File: config.mk
export PLATFORM = sky130hd
export DESIGN_NAME = bchan_rx_buffer
export DESIGN_NICKNAME = d
export VERILOG_FILES = /design/src/rtl/bchan_rx_pkg.sv /design/src/rtl/bchan_rx_cmd.sv /design/src/rtl/bchan_rx_store.sv /design/src/rtl/bchan_rx_blocks.sv /design/src/rtl/bchan_rx_buffer.sv
export SDC_FILE = /design/constraint.sdc
export NUM_CORES = 1
export LEC_CHECK = 0
export CELL_PAD_IN_SITES_DETAIL_PLACEMENT = 0
export CELL_PAD_IN_SITES_GLOBAL_PLACEMENT = 2
export CORE_MARGIN = 5
export CORE_UTILIZATION = 38
export CTS_CLUSTER_DIAMETER = 200
export DETAILED_ROUTE_END_ITERATION = 7
export DONT_BUFFER_PORTS = 1
export PLACE_DENSITY = 0.64
export SLEW_MARGIN = 20
export SYNTH_ARGS = -nofsm -noshare
export SYNTH_HDL_FRONTEND = slang
export SYNTH_SLANG_ARGS = --single-unit
File: constraint.sdc
create_clock -name clk -period 3.5 [get_ports clk]
set_input_delay 0.525 -clock clk [delete_from_list [all_inputs] [get_ports clk]]
set_output_delay 0.525 -clock clk [all_outputs]
set_load 0.03 [all_outputs]
File: src/rtl/bchan_rx_pkg.sv
package bchan_rx_pkg;

    typedef enum logic [1:0] {
        BLK_NONE  = 2'd0,
        BLK_READY = 2'd1,
        BLK_END   = 2'd2
    } blk_kind_e;

    typedef struct packed {
        logic active;
        logic flush;
        logic ack;
    } rx_ctl_t;

    // Threshold in bytes: half the depth or three quarters of it.
    function automatic int thr_bytes(input logic sel_hi, input int depth);
        return sel_hi ? (depth * 3) / 4 : depth / 2;
    endfunction

endpackage

File: src/rtl/bchan_rx_cmd.sv
module bchan_rx_cmd
    import bchan_rx_pkg::*;
(
    input  logic    clk,
    input  logic    rst,
    input  logic    cmd_valid,
    input  logic    cmd_ack,
    input  logic    cmd_rx_reset,
    input  logic    cmd_rx_enable,
    output rx_ctl_t ctl
);

    logic armed_q;

    always_ff @(posedge clk) begin
        if (rst) begin
            armed_q <= 1'b0;
        end else if (cmd_valid) begin
            armed_q <= cmd_rx_enable;
        end
    end

    always_comb begin
        ctl.active = armed_q;
        ctl.flush  = cmd_valid && cmd_rx_reset;
        ctl.ack    = cmd_valid && cmd_ack;
    end

endmodule

File: src/rtl/bchan_rx_store.sv
module bchan_rx_store #(
    parameter int DEPTH  = 64,
    parameter int DATA_W = 8,
    localparam int AW    = (DEPTH > 1) ? $clog2(DEPTH) : 1,
    localparam int CNT_W = $clog2(DEPTH + 1)
) (
    input  logic              clk,
    input  logic              rst,
    input  logic              flush,
    input  logic              wr_req,
    input  logic [DATA_W-1:0] wr_data,
    input  logic              rd_req,
    output logic [DATA_W-1:0] rd_data,
    output logic              wr_ok,
    output logic [CNT_W-1:0]  level,
    output logic              overflow
);

    logic [DATA_W-1:0] mem [DEPTH];
    logic [AW-1:0]     wp_q, rp_q;
    logic [AW-1:0]     wp_nx, rp_nx;
    logic [CNT_W-1:0]  cnt_q;
    logic              ovf_q;
    logic              do_rd, do_wr;

    assign do_rd = rd_req && (cnt_q != '0);
    assign do_wr = wr_req && ((cnt_q != CNT_W'(DEPTH)) || do_rd);

    generate
        if ((DEPTH & (DEPTH - 1)) == 0) begin : g_pow2
            assign wp_nx = wp_q + AW'(1);
            assign rp_nx = rp_q + AW'(1);
        end else begin : g_wrap
            assign wp_nx = (wp_q == AW'(DEPTH - 1)) ? '0 : wp_q + AW'(1);
            assign rp_nx = (rp_q == AW'(DEPTH - 1)) ? '0 : rp_q + AW'(1);
        end
    endgenerate

    always_ff @(posedge clk) begin
        if (do_wr) begin
            mem[wp_q] <= wr_data;
        end
    end

    always_ff @(posedge clk) begin
        if (rst || flush) begin
            wp_q  <= '0;
            rp_q  <= '0;
            cnt_q <= '0;
            ovf_q <= 1'b0;
        end else begin
            if (do_wr) wp_q <= wp_nx;
            if (do_rd) rp_q <= rp_nx;
            cnt_q <= cnt_q + CNT_W'(do_wr) - CNT_W'(do_rd);
            if (wr_req && !do_wr) ovf_q <= 1'b1;
        end
    end

    assign rd_data  = mem[rp_q];
    assign wr_ok    = do_wr;
    assign level    = cnt_q;
    assign overflow = ovf_q;

endmodule

File: src/rtl/bchan_rx_blocks.sv
module bchan_rx_blocks
    import bchan_rx_pkg::*;
#(
    parameter int DEPTH  = 64,
    localparam int CNT_W = $clog2(DEPTH + 1)
) (
    input  logic             clk,
    input  logic             rst,
    input  logic             flush,
    input  logic             thr_sel,
    input  logic             byte_in,
    input  logic             frame_end,
    input  logic             ack,
    output logic             irq_ready,
    output logic             irq_end,
    output logic [CNT_W-1:0] blk_len
);

    blk_kind_e        cur_q, cur_d;
    logic [CNT_W-1:0] unrel_q, unrel_d;
    logic             eof_pend_q, eof_pend_d;
    logic [CNT_W-1:0] eof_left_q, eof_left_d;
    logic [CNT_W-1:0] len_q, len_d;
    logic [CNT_W-1:0] thr;
    logic             idle, sel_end, sel_rdy;
    logic [CNT_W-1:0] rel_amt;

    assign thr     = CNT_W'(thr_bytes(thr_sel, DEPTH));
    assign idle    = (cur_q == BLK_NONE);
    assign sel_end = idle && eof_pend_q && (eof_left_q <= thr);
    assign sel_rdy = idle && !sel_end && (unrel_q > thr);

    always_comb begin
        rel_amt = '0;
        if (sel_end)      rel_amt = eof_left_q;
        else if (sel_rdy) rel_amt = thr;

        unrel_d = unrel_q - rel_amt + CNT_W'(byte_in);

        eof_pend_d = eof_pend_q;
        eof_left_d = eof_left_q;
        if (sel_end) begin
            eof_pend_d = 1'b0;
            eof_left_d = '0;
        end else if (sel_rdy && eof_pend_q) begin
            eof_left_d = eof_left_q - thr;
        end
        if (frame_end) begin
            eof_pend_d = 1'b1;
            eof_left_d = unrel_d;
        end

        cur_d = cur_q;
        len_d = len_q;
        if (ack && !idle) begin
            cur_d = BLK_NONE;
        end else if (sel_end) begin
            cur_d = BLK_END;
            len_d = eof_left_q;
        end else if (sel_rdy) begin
            cur_d = BLK_READY;
            len_d = thr;
        end
    end

    always_ff @(posedge clk) begin
        if (rst || flush) begin
            cur_q      <= BLK_NONE;
            unrel_q    <= '0;
            eof_pend_q <= 1'b0;
            eof_left_q <= '0;
            len_q      <= '0;
        end else begin
            cur_q      <= cur_d;
            unrel_q    <= unrel_d;
            eof_pend_q <= eof_pend_d;
            eof_left_q <= eof_left_d;
            len_q      <= len_d;
        end
    end

    assign irq_ready = (cur_q == BLK_READY);
    assign irq_end   = (cur_q == BLK_END);
    assign blk_len   = len_q;

endmodule

File: src/rtl/bchan_rx_buffer.sv
module bchan_rx_buffer
    import bchan_rx_pkg::*;
#(
    parameter int DEPTH  = 64,
    parameter int DATA_W = 8,
    localparam int CNT_W = $clog2(DEPTH + 1)
) (
    input  logic              clk,
    input  logic              rst,
    input  logic              cfg_thr48,
    input  logic              cmd_valid,
    input  logic              cmd_ack,
    input  logic              cmd_rx_reset,
    input  logic              cmd_rx_enable,
    input  logic              in_valid,
    input  logic [DATA_W-1:0] in_data,
    input  logic              in_frame_end,
    input  logic              rd_en,
    output logic [DATA_W-1:0] rd_data,
    output logic [CNT_W-1:0]  fifo_level,
    output logic [CNT_W-1:0]  blk_len,
    output logic              irq_blk_ready,
    output logic              irq_frame_end,
    output logic              overflow
);

    rx_ctl_t ctl;
    logic    push_req, push_ok, end_ok;

    bchan_rx_cmd u_cmd (
        .clk           (clk),
        .rst           (rst),
        .cmd_valid     (cmd_valid),
        .cmd_ack       (cmd_ack),
        .cmd_rx_reset  (cmd_rx_reset),
        .cmd_rx_enable (cmd_rx_enable),
        .ctl           (ctl)
    );

    assign push_req = in_valid && ctl.active && !ctl.flush;
    assign end_ok   = in_frame_end && ctl.active && !ctl.flush;

    bchan_rx_store #(
        .DEPTH  (DEPTH),
        .DATA_W (DATA_W)
    ) u_store (
        .clk      (clk),
        .rst      (rst),
        .flush    (ctl.flush),
        .wr_req   (push_req),
        .wr_data  (in_data),
        .rd_req   (rd_en),
        .rd_data  (rd_data),
        .wr_ok    (push_ok),
        .level    (fifo_level),
        .overflow (overflow)
    );

    bchan_rx_blocks #(
        .DEPTH (DEPTH)
    ) u_blocks (
        .clk       (clk),
        .rst       (rst),
        .flush     (ctl.flush),
        .thr_sel   (cfg_thr48),
        .byte_in   (push_ok),
        .frame_end (end_ok),
        .ack       (ctl.ack),
        .irq_ready (irq_blk_ready),
        .irq_end   (irq_frame_end),
        .blk_len   (blk_len)
    );

endmodule

# Word-level counts from Yosys, hierarchy flattened
# Memories as Yosys holds them, arrays and structs flattened. A register that Yosys moved wholly into a read port is not among the register bits.
# Index checks and enable logic that the tools add are counted.
# W data, S select, Z words.
classes:
  n_bitwise: 1
  muxes: 16
  multipliers: 0
  reduce_logical: 29
  n_eq_ne: 3
  div_mod_pow: 0
  shift: 0
  addsub: 7
  order_cmp: 2
op_table:
  columns: ["op", "n"]
  rows:
  - ["$mux W7", 7]
  - ["$logic_and A1 B1 Y1", 15]
  - ["$add A7 B1 Y7", 2]
  - ["$sub A7 B7 Y7", 2]
  - ["$add A6 B1 Y6 const B", 2]
  - ["$mux W6", 2]
  - ["$gt A7 B7 Y1", 1]
  - ["$le A7 B7 Y1", 1]
  - ["$ne A7 B7 Y1 const B", 1]
  - ["$reduce_bool A7 Y1", 1]
  - ["$sub A7 B1 Y7", 1]
  - ["$mux W5", 1]
  - ["$logic_not A1 Y1", 4]
  - ["$mux W1", 4]
  - ["$mux W2", 2]
  - ["$reduce_bool A2 Y1", 2]
  - ["$reduce_bool A3 Y1", 1]
  - ["$reduce_or A3 Y1", 1]
  - ["$eq A2 B1 Y1 const B", 1]
  - ["$eq A2 B2 Y1 const B", 1]
  - ["$logic_not A2 Y1", 1]
  - ["$logic_or A1 B1 Y1", 2]
  - ["$reduce_and A2 Y1", 1]
  - ["$reduce_or A2 Y1", 1]
  - ["$not A1 Y1", 1]
totals:
  output_inout_bits: 25
  n_memories: 1
  mem_bits_rw: 512
  input_bits: 18
  mem_bits_ro: 0
  latch_bits: 0
  reg_bits: 45
memory_table:
  columns: ["memory", "words", "width", "read_ports", "rd_ports_with_merged_regs", "wr", "line", "rtl"]
  rows:
  - ["u_store.mem", 64, 8, 1, 1, 1, "bchan_rx_store.sv:19", "logic [DATA_W-1:0] mem [DEPTH];"]

# Longest topological paths before layout
depth:
  word_depth: 11
  ltp_mapped: 17

# By module
# A second synthesis with hierarchy kept.
hier_totals:
  hier_cells: 1208
  area_unflattened_um2: 22684.3
by_module_without_submodules:
  columns: ["module", "n_inst", "area_per_inst_um2", "seq_area_each_um2", "cells_per_inst"]
  rows:
  - ["bchan_rx_store", 1, 21209.1, 15895.2, 1043]
  - ["bchan_rx_blocks", 1, 1401.3, 480.5, 157]
  - ["bchan_rx_cmd", 1, 56.3, 20.0, 6]
  - ["bchan_rx_buffer", 1, 17.5, 0.0, 2]

# Worst setup path before layout
# Ideal clock, no wire load.
synth_timing:
  path_kind: "flip-flop to flip-flop"
  start: "reg u_store.cnt_q[2] (netlist: u_store.level[2])"
  end: "reg u_blocks.eof_left_q[6]"
  required_ns: 3.408
  synth_period_minus_slack_ns: 3.408
  arrival_ns: 3.315
  setup_slack_ns: 0.092
  n_path_buf: 0
  path_stages_with_launch: 16
  path_cell_list: "dfxtp_1 > inv_1 > ha_1 > and4bb_2 > a221oi_4 > inv_1 > ha_1 > inv_1 > ha_1 > fa_1 > a21o_1 > a21oi_1 > o21bai_1 > a21oi_1 > xnor2_1 > o32ai_1"
synth_between:
  elab_chain_cells: 6
synth_rtl:
  columns: ["item", "line", "rtl"]
  rows:
  - ["start: declaration", "bchan_rx_store.sv:22", "logic [CNT_W-1:0] cnt_q;"]
  - ["start signal: assignment", "bchan_rx_store.sv:54", "cnt_q <= cnt_q + CNT_W'(do_wr) - CNT_W'(do_rd);"]
  - ["$reduce_bool A7 Y1", "bchan_rx_store.sv:26", "assign do_rd = rd_req && (cnt_q != '0);"]
  - ["$logic_and A1 B1 Y1", "bchan_rx_store.sv:26", null]
  - ["$logic_or A1 B1 Y1 *", "bchan_rx_store.sv:27", "assign do_wr = wr_req && ((cnt_q != CNT_W'(DEPTH)) || do_rd);"]
  - ["$logic_and A1 B1 Y1 *", "bchan_rx_store.sv:27", null]
  - ["$add A7 B1 Y7 *", "bchan_rx_blocks.sv:38", "unrel_d = unrel_q - rel_amt + CNT_W'(byte_in);"]
  - ["$mux W7 *", "bchan_rx_blocks.sv:48", "if (frame_end) begin"]
  - ["end signal: assignment", "bchan_rx_blocks.sv:77", "eof_left_q <= eof_left_d;"]
  - ["end: declaration", "bchan_rx_blocks.sv:22", "logic [CNT_W-1:0] eof_left_q, eof_left_d;"]
# Every way passes the cells marked *; elsewhere a longest branch is shown, timed or not.
# A chain may end at the register's enable or synchronous reset.

==> results.sh <==
export IMPL_viasPerCell=5.304
export IMPL_globalRouteTotalUtil=0.1772
export IMPL_clk_path_buf_depth=3
export IMPL_drtPass1Iterations=4
export IMPL_netlist_cell_type_count=54
export IMPL_synth_area_mm2=0.02248
export IMPL_start_util=0.3824
export IMPL_rsz0062_at_grt="yes"
export IMPL_fillCellCount=4968
export IMPL_grt_pass1_vias=12080
export IMPL_htreeDepth=2
export IMPL_first_iter_violations=869
export IMPL_slowest_stage="mux4_1"
export IMPL_cts_buffers=60
export IMPL_power_density_mw_per_mm2=608.4
export IMPL_final_hold_viol_count=0
export IMPL_ys_seq_area_frac=0.7292
export IMPL_start_kind="flip-flop"
export IMPL_synth_seq_cells=563
export IMPL_die_width_um=253.2
export IMPL_slew_headroom=0.3761
export IMPL_min_period_over_period=0.9988
export IMPL_syn_nets=1221
export IMPL_synth_simple_gate_area_frac=0.04853
export IMPL_clkSlewWorstSetupHoldPaths_ps=60
export IMPL_synth_edff_count=512
export IMPL_synth_top_family_by_area="multiplexers"
export IMPL_antenna_cells=0
export IMPL_path_delay_family="buffers and inverters"
export IMPL_comb_power_share=0.151
export IMPL_synth_flop_cell="edfxtp_1"
export IMPL_ir_worst_vdd_mv=0.4023
export IMPL_sequentialPowerShare=0.447
export IMPL_worstPathMaxFanout=8
export IMPL_crit_path_max_incr_delay_ps=570
export IMPL_synth_compound_area_frac=0.02421
export IMPL_grt_overflow=0
export IMPL_gp_congestion=0.7466
export IMPL_required_ps=2970
export IMPL_fp_dieArea_mm2=0.06413
export IMPL_post_route_util=0.4650
export IMPL_max_freq_ghz=0.2861
export IMPL_row_count=89
export IMPL_final_common_cell="edfxtp_1"
export IMPL_antenna_found_initial=0
export IMPL_worst_slew_pin_slew_ps=932.7
export IMPL_final_net_count=1411
export IMPL_min_path_type="in2reg"
export IMPL_drt_wl_total_um=57160
export IMPL_synthCells=1175
export IMPL_antenna_left=0
export IMPL_ios=43
export IMPL_layout_common_cells="512 x edfxtp_1, 136 x buf_4, 131 x mux4_2, 108 x nor2_1, 61 x clkbuf_16"
export IMPL_place_ws_ps=-89.53
export IMPL_vias=11600
export IMPL_synth_adder_area_share=0.01625
export IMPL_criticalPathCategory="reg2out"
export IMPL_min_period_ps=3496
export IMPL_io_buffers=0
export IMPL_cp_arrival_ps=2970
export IMPL_finalMaxSlewViolations=0
export IMPL_synth_area_mux_share=0.1553
export IMPL_reg2reg_slack_ps=220
export IMPL_cts_sinks=563
export IMPL_post_dp_hpwl_um=33710
export IMPL_final_layout_size_suffix_gt1_frac=0.3232
export IMPL_power_switching_share=0.2306
export IMPL_synthArstFlopShare=0
export IMPL_cp_cell_sequence="buf_12, buf_12, mux4_1, a32o_1, nor4_2, buf_4, nand4_1, buf_6"
export IMPL_syn2layout_area_growth_pct=21.59
export IMPL_crit_top_cell="buf_12"
export IMPL_status="completed"
export IMPL_grt_pass1_wl_um=83150
export IMPL_endpoint_kind="primary output"
export IMPL_pwr_share_clk=0.402
export IMPL_avgRoutedWirePerCell_um=26.14
export IMPL_setup_slack_ps=4.293
export IMPL_drcViolationCount=0
export IMPL_synth_xor_area_share=0.007401
export IMPL_yosysWarnings=0
export IMPL_p_sw_mw=3.836
export IMPL_core_area_mm2=0.05880
export IMPL_syn_area_per_cell_um2=19.14
export IMPL_p_int_mw=12.80
export IMPL_cap_violations=0
export IMPL_cts_tree="done"
export IMPL_leakage_nw=8.867
export IMPL_grt_max_degree=65
export IMPL_clk_insertion_delay_late_ps=610
export IMPL_cts_root_buf="clkbuf_16"
export IMPL_setup_viol=0
export IMPL_die_y_um=253.2
export IMPL_critPathBufInv=4
export IMPL_finalClockSkew_ps=14.68
[registers in the layout, indices dropped and copies added, names as in the netlist, 2 cells and up, named ones only]
register	count
u_blocks.unrel_q	7
u_blocks.eof_left_q	7
u_blocks.blk_len	7
u_store.mem	512
u_store.level	7
u_blocks.cur_q	2
u_store.wp_q	6
u_store.rp_q	6
[worst paths after layout]
path,start,to,cells past startpoint
hold reg to reg,u_store.rp_q[5],u_store.rp_q[5],2
setup / recovery,flip-flop,rd_data[4],8
setup reg to reg,u_blocks.eof_left_q[4],u_blocks.eof_left_q[6],16
hold / removal,in_data[3],u_store.mem[35][3],0
[synthesized netlist by cell type (4+ instances only)]
library cell | n | area (µm²)
o21ai_0 | 10 | 50.05
o22ai_1 | 8 | 50.05
a21o_1 | 4 | 30.03
a21oi_1 | 20 | 100.1
nor4_1 | 5 | 31.28
a22oi_1 | 6 | 45.04
a22o_1 | 4 | 35.03
nand4_1 | 10 | 62.56
buf_1 | 10 | 37.54
dfxtp_1 | 51 | 1021
nor3_1 | 9 | 45.04
nand3_1 | 16 | 80.08
nor2b_1 | 13 | 81.33
buf_2 | 17 | 85.08
mux4_2 | 124 | 2793
clkbuf_1 | 11 | 41.29
inv_1 | 22 | 82.58
mux2_2 | 11 | 123.9
nor2_1 | 112 | 420.4
nand2_1 | 38 | 142.6
mux2i_1 | 26 | 260.3
xor2_1 | 10 | 87.58
xnor2_1 | 9 | 78.83
and2_1 | 10 | 62.56
buf_6 | 6 | 67.56
mux4_1 | 12 | 315.3
edfxtp_1 | 512 | 15370
a31oi_1 | 6 | 37.54
or3_1 | 4 | 25.02
ha_1 | 26 | 325.3
buf_4 | 10 | 75.07
[per-stage QoR]
stage	total power, mW	hold WS, ps	TNS (ps)	std cells	cell area [µm²]
after global routing	17.25	-1.474	-239.9	2187	27340
after floorplan	9.014	459.1	0	1175	22480
after detailed placement	9.560	507.1	-147.9	2026	24220
final	16.63	28.06	0	2187	27340
after global placement	9.563	478.1	-97.84	2026	24220
after CTS	16.70	0.6100	-469.0	2172	27070
[power by group through the flow]
| stage | combinational, mW | clock, mW | sequential (mW) |
|---|---|---|---|
| 6_report | 2.51 | 6.69 | 7.44 |
| 3_3_place_gp | 1.92 | 0 | 7.65 |
| 3_5_place_dp | 1.91 | 0 | 7.65 |
| 2_1_floorplan | 1.39 | 0 | 7.63 |
| 5_1_grt | 2.68 | 7.13 | 7.44 |
| 4_1_cts | 2.43 | 6.84 | 7.44 |
[routing by layer]
layer | track usage | vias to the layer above | wire (µm)
li1 | - | 5112 | -
met1 | 0.2520 | 6121 | 25050
met2 | 0.2882 | 283 | 27780
met3 | 0.02999 | 83 | 3003
met4 | 0.04396 | 0 | 1325
met5 | 0 | - | 0
[final cells by class]
class | count | area (µm²) | share of cell area
Inverter | 22 | 82.58 | 0.003021
Clock buffer | 70 | 1580 | 0.05780
Clock inverter | 41 | 513.0 | 0.01876
Sequential cell | 563 | 16410 | 0.6001
Multi-Input combinational cell | 534 | 5938 | 0.2172
Timing Repair Buffer | 184 | 1851 | 0.06769
Tap cell | 773 | 967.2 | 0.03538
[repair_timing]
item	CTS	global route
endpoints found under the setup margin	8	13
buffers inserted	23	13
endpoints found under the hold margin	116	2
gates resized for setup	58	40
pin swaps	10	12
hold buffers	9	4
gates cloned	5	0
[cells by family after synthesis]
| kind of cell | Yosys count |
|---|---|
| compound gates | 79 |
| xor+xnor | 19 |
| fa+ha+maj | 28 |
| buf+inv | 78 |
| flops | 563 |
| mux | 173 |
| simple gates | 235 |
[worst reg2reg max path, cell delays in order (launching register included)]
cell,delay (ps)
dfxtp_1,370
inv_1,60
ha_1,300
nand2_1,70
nand3_1,90
and4b_1,230
and2_1,160
ha_1,270
inv_1,40
ha_1,200
fa_1,470
a21o_1,190
a21oi_2,180
o21bai_1,100
a21oi_2,140
xnor2_1,90
o32ai_1,230
Note: power is estimated with default switching activity, not from simulation.
